[src/rtl/cs_out_pkg.sv]
package cs_out_pkg;
  localparam int unsigned CS_PINS_DEF = 8;

  typedef struct packed {
    logic wr;
    logic set;
    logic clr;
  } lvl_req_t;
endpackage

[src/rtl/cs_rst_sync.sv]
module cs_rst_sync #(
  parameter int unsigned STAGES = 2
) (
  input  logic clk,
  input  logic rst_n,
  output logic rst_q_n
);
  logic [STAGES-1:0] chain_q;
  logic [STAGES-1:0] chain_d;

  always_comb begin
    chain_d = {chain_q[STAGES-2:0], 1'b1};
  end

  always_ff @(posedge clk or negedge rst_n) begin
    if (!rst_n) chain_q <= '0;
    else        chain_q <= chain_d;
  end

  assign rst_q_n = chain_q[STAGES-1];
endmodule

[src/rtl/cs_ctrl_reg.sv]
module cs_ctrl_reg #(
  parameter int unsigned N = 8,
  localparam int unsigned W = 2 * N
) (
  input  logic         clk,
  input  logic         rst_n,
  input  logic         we,
  input  logic [W-1:0] wdata,
  output logic [N-1:0] cs_mode,
  output logic [N-1:0] invert
);
  logic [N-1:0] mode_q, mode_d;
  logic [N-1:0] inv_q, inv_d;

  always_comb begin
    mode_d = mode_q;
    inv_d  = inv_q;
    if (we) begin
      mode_d = wdata[W-1:N];
      inv_d  = wdata[N-1:0];
    end
  end

  always_ff @(posedge clk or negedge rst_n) begin
    if (!rst_n) begin
      mode_q <= '0;
      inv_q  <= '0;
    end else begin
      mode_q <= mode_d;
      inv_q  <= inv_d;
    end
  end

  assign cs_mode = mode_q;
  assign invert  = inv_q;
endmodule

[src/rtl/cs_pin_cell.sv]
module cs_pin_cell
  import cs_out_pkg::*;
(
  input  logic     clk,
  input  logic     rst_n,
  input  lvl_req_t req,
  input  logic     cs_mode,
  input  logic     invert,
  input  logic     xfer_active,
  output logic     stored,
  output logic     pending,
  output logic     pin
);
  logic st_q, st_d;
  logic pv_q, pv_d;
  logic pval_q, pval_d;
  logic hit, held;

  always_comb begin
    hit    = req.wr && (req.set || req.clr);
    held   = xfer_active && cs_mode;
    st_d   = st_q;
    pv_d   = pv_q;
    pval_d = pval_q;
    if (held) begin
      if (hit) begin
        pv_d   = 1'b1;
        pval_d = req.set;
      end
    end else if (hit) begin
      st_d = req.set;
      pv_d = 1'b0;
    end else if (pv_q) begin
      st_d = pval_q;
      pv_d = 1'b0;
    end
  end

  always_ff @(posedge clk or negedge rst_n) begin
    if (!rst_n) begin
      st_q   <= 1'b1;
      pv_q   <= 1'b0;
      pval_q <= 1'b0;
    end else begin
      st_q   <= st_d;
      pv_q   <= pv_d;
      pval_q <= pval_d;
    end
  end

  assign stored  = st_q;
  assign pending = pv_q;
  assign pin     = st_q ^ invert;
endmodule

[src/rtl/cs_out_ctrl.sv]
module cs_out_ctrl
  import cs_out_pkg::*;
#(
  parameter int unsigned N = CS_PINS_DEF,
  localparam int unsigned W = 2 * N
) (
  input  logic         clk,
  input  logic         rst_n,
  input  logic         ctrl_we,
  input  logic [W-1:0] ctrl_wdata,
  input  logic         lvl_we,
  input  logic [W-1:0] lvl_wdata,
  input  logic         xfer_active,
  output logic [N-1:0] pin_out,
  output logic [N-1:0] state_out
);
  logic         rst_q_n;
  logic [N-1:0] cs_mode;
  logic [N-1:0] invert;
  logic [N-1:0] pend;

  cs_rst_sync #(.STAGES(2)) u_rst (
    .clk     (clk),
    .rst_n   (rst_n),
    .rst_q_n (rst_q_n)
  );

  cs_ctrl_reg #(.N(N)) u_ctrl (
    .clk     (clk),
    .rst_n   (rst_q_n),
    .we      (ctrl_we),
    .wdata   (ctrl_wdata),
    .cs_mode (cs_mode),
    .invert  (invert)
  );

  for (genvar i = 0; i < N; i++) begin : g_pin
    lvl_req_t req;
    always_comb begin
      req.wr  = lvl_we;
      req.set = lvl_wdata[N+i];
      req.clr = lvl_wdata[i];
    end

    cs_pin_cell u_cell (
      .clk         (clk),
      .rst_n       (rst_q_n),
      .req         (req),
      .cs_mode     (cs_mode[i]),
      .invert      (invert[i]),
      .xfer_active (xfer_active),
      .stored      (state_out[i]),
      .pending     (pend[i]),
      .pin         (pin_out[i])
    );
  end
endmodule

[config.mk]
export PLATFORM = sky130hd
export DESIGN_NAME = cs_out_ctrl
export DESIGN_NICKNAME = d
export VERILOG_FILES = /design/src/rtl/cs_out_pkg.sv /design/src/rtl/cs_rst_sync.sv /design/src/rtl/cs_ctrl_reg.sv /design/src/rtl/cs_pin_cell.sv /design/src/rtl/cs_out_ctrl.sv
export SDC_FILE = /design/constraint.sdc
export NUM_CORES = 1
export LEC_CHECK = 0
export ABC_AREA = 1
export BUFFER_PORTS_ARGS = -buffer_cell sky130_fd_sc_hd__buf_2
export CORE_ASPECT_RATIO = 0.5
export CORE_MARGIN = 10
export CORE_UTILIZATION = 54
export DETAILED_ROUTE_END_ITERATION = 7
export PLACE_DENSITY = 0.88
export SLEW_MARGIN = 40
export SYNTH_ARGS = -nofsm -noshare
export SYNTH_HDL_FRONTEND = slang
export SYNTH_SLANG_ARGS = --single-unit
export TNS_END_PERCENT = 100
[constraint.sdc]
create_clock -name clk -period 3.87 [get_ports clk]
set_input_delay 0.774 -clock clk [delete_from_list [all_inputs] [get_ports clk]]
set_output_delay 0.774 -clock clk [all_outputs]
set_load 0.02 [all_outputs]
==> run_results.csv <==
group,metric,value,unit
worst_setup_path,path_max_fanout,3,
worst_setup_path,worstPathArrival,1200,ps
routing,drt_wl_total,4.56,mm
flow_run,max-cap-violations,0,
clock_network,cts_buffers,5,
cells_and_area,drive_gt1_frac,0.342,
sta,setup_viol,0,
worst_setup_path,crit_type,"register to output port",
routing,drt_first_pass_iters,4,
sta,final_hold_viol_count,0,
floorplan,die-height,64.6,um
synthesis,netlist_instances,232,
clock_network,htreeDepth,2,
synthesis,yosys_warnings,0,
cells_and_area,diodes,0,
floorplan,io_pins,53,
floorplan,core_area,3860,um^2
global_routing,antenna_found_initial,0,
sta,rsz0062_at_grt,"no",
synthesis,synth_nets,269,
sta,fmax,507,MHz
synthesis,synth_seq_cells,42,
sta,fin_crit_sh,0.510,
clock_network,root_buffer,"clkbuf_8",
global_routing,overflow,0,
synthesis,synth_mux_area_frac,0.0962,
global_routing,grt_pass1_wl,7.59,mm
power,total_power,0.00121,W
power,p_leak,1.33,nW
synthesis,synth-compound-area-share,0.0763,
global_routing,grt_max_degree,25,
placed_design,dp_slack,2000,ps
sta,setup_tns,0,ps
power,powerDensity,500,nW/um^2
status,status,"finished, final reports clean",
clock_network,cts_hold_buf,0,
floorplan,die_w,109,um
synthesis,synth_top_family_by_area,"simple AND/OR/NAND/NOR gates",
clock_network,clock_path_buffers,2,
global_routing,grt.total_usage,0.134,
min_path,hp-class,"primary input to async pin",
synthesis,avgSynthCellArea,9.25,um^2
cells_and_area,syn_to_final_growth,12.9,%
synthesis,synthAdderAreaFrac,0,
floorplan,std_cell_rows,16,
sta,skew,7.72,ps
routing,dr.first_iter.drc_count,56,
placed_design,port_buffers,52,
sta,relSlewSlack,0.567,
clock_network,insertion_delay,300,ps
clock_network,cts_tree,"done",
floorplan,start_util,0.556,
routing,avgViaCountPerCell,4.91,
sta,worst_pin_slew,650,ps
clock_network,cts_post_setup_buffers_inserted,0,
sta,period_minus_slack,1970,ps
worst_setup_path,setup.worst_path.start_class,"register",
routing,wire_per_inst,14.0,um
routing,antenna_left,0,
global_routing,grt_pass1_vias,1695,
sta,fin_ws,1900,ps
worst_setup_path,end_kind,"output port",
synthesis,syn_area,2150,um^2
clock_network,cts_resized,0,
routing,drc,0,
clock_network,clk_pin_slew_worst_paths,80,ps
synthesis,ys_types,19,
sta,slew_viol_final,0,
cells_and_area,fin_nets,308,
placed_design,routabilityCongestion,0.739,
synthesis,synth-xor-area-share,0.0326,
synthesis,seq_area_frac_synth,0.494,
routing,via_count,1601,
worst_setup_path,required,3100,ps
floorplan,design.die.area,7050,um^2
synthesis,synth-simple-area-share,0.175,
placed_design,dp_hpwl,3.44,mm
clock_network,cts_sinks,42,
power,ir_worst_vdd,0.179,mV
==> layout make-up <==
type	count	area [um^2]
tap	54	67.6
multi-input combinational	145	821
clock inverter	1	30.0
timing repair buffer	53	268
sequential	42	1060
inverter	24	90.1
clock buffer	7	86.3
fill	303	1440
==> layer usage <==
metal / wire, um / up-vias / GRT usage
li1: - / 797 / -
met4: 112 / 0 / 0.0677
met3: 267 / 11 / 0.0444
met1: 1800 / 759 / 0.136
met2: 2380 / 34 / 0.245
met5: 0 / - / 0
==> Yosys cell counts <==
cell / number / share of area
nand2_1: 71 / 0.12
dfrtp_1: 34 / 0.40
inv_1: 24 / 0.042
buf_4: 17 / 0.059
nand3_1: 14 / 0.033
a21oi_1: 12 / 0.028
mux2_2: 9 / 0.047
dfstp_2: 8 / 0.098
xor2_1: 8 / 0.033
mux2_4: 7 / 0.049
o21ai_0: 7 / 0.016
o21ai_1: 5 / 0.012
o21ai_2: 5 / 0.020
nand2_2: 4 / 0.012
buf_6: 2 / 0.010
nand3b_1: 2 / 0.0070
buf_12: 1 / 0.0093
buf_2: 1 / 0.0023
conb_1: 1 / 0.0017
==> logic make-up after synthesis <==
group,Yosys count
mux,16
compound gates,29
flops,42
buf+inv,45
simple gates,91
xor+xnor,8
other cells,1
==> metrics by stage <==
stage,area (um^2),utilization,std cells,hold slack (ps)
finish,2420,0.627,326,243
global route,2420,0.627,326,231
CTS,2420,0.627,326,243
global placement,2310,0.597,318,275
detailed placement,2310,0.597,318,296
floorplan,2150,-,232,331
==> report_power, final <==
| group | internal (W) | switching, W | total (W) |
|---|---|---|---|
| registers | 0.000516 | 0.0000454 | 0.000562 |
| clock network | 0.000210 | 0.000148 | 0.000359 |
| logic | 0.000114 | 0.000177 | 0.000291 |
==> placed cells by master, fill, tap and decap left out <==
cell type	count
a21oi_1	12
buf_2	52
buf_4	1
bufinv_16	1
clkbuf_1	1
clkbuf_8	6
conb_1	1
dfrtp_1	34
dfstp_2	8
inv_1	24
mux2_2	9
mux2_4	7
nand2_1	71
nand2_2	4
nand3_1	14
nand3b_1	2
o21ai_0	7
o21ai_1	5
o21ai_2	5
xor2_1	8
==> worst paths after layout <==
kind	start	end	slack, ps	depth (start not counted)
max	g_pin[3].u_cell.stored	pin_out[3]	1900	2
min	rst_n	u_rst.chain_q[1]	240	1
max reg2reg	u_rst.chain_q[1]	g_pin[5].u_cell.stored	2780	1
min reg2reg	u_rst.chain_q[1]	g_pin[4].u_cell.pval_q	270	0
max in group asynchronous	u_rst.chain_q[1]	g_pin[5].u_cell.stored	2780	1
min in group clk	u_rst.chain_q[0]	u_rst.chain_q[1]	370	0
==> worst max-delay path, stage by stage (launching register included) <==
cell and delay [ps]:
dfstp_2 550, xor2_1 170, buf_2 190
==> state kept, by name (all words and copies together), names as in the netlist <==
name                  cells
u_ctrl.cs_mode            8
g_pin.u_cell.stored       8
g_pin.u_cell.pval_q       8
g_pin.u_cell.pending      8
u_ctrl.invert             8
u_rst.chain_q             2
Power figures use the tool's default switching activity.
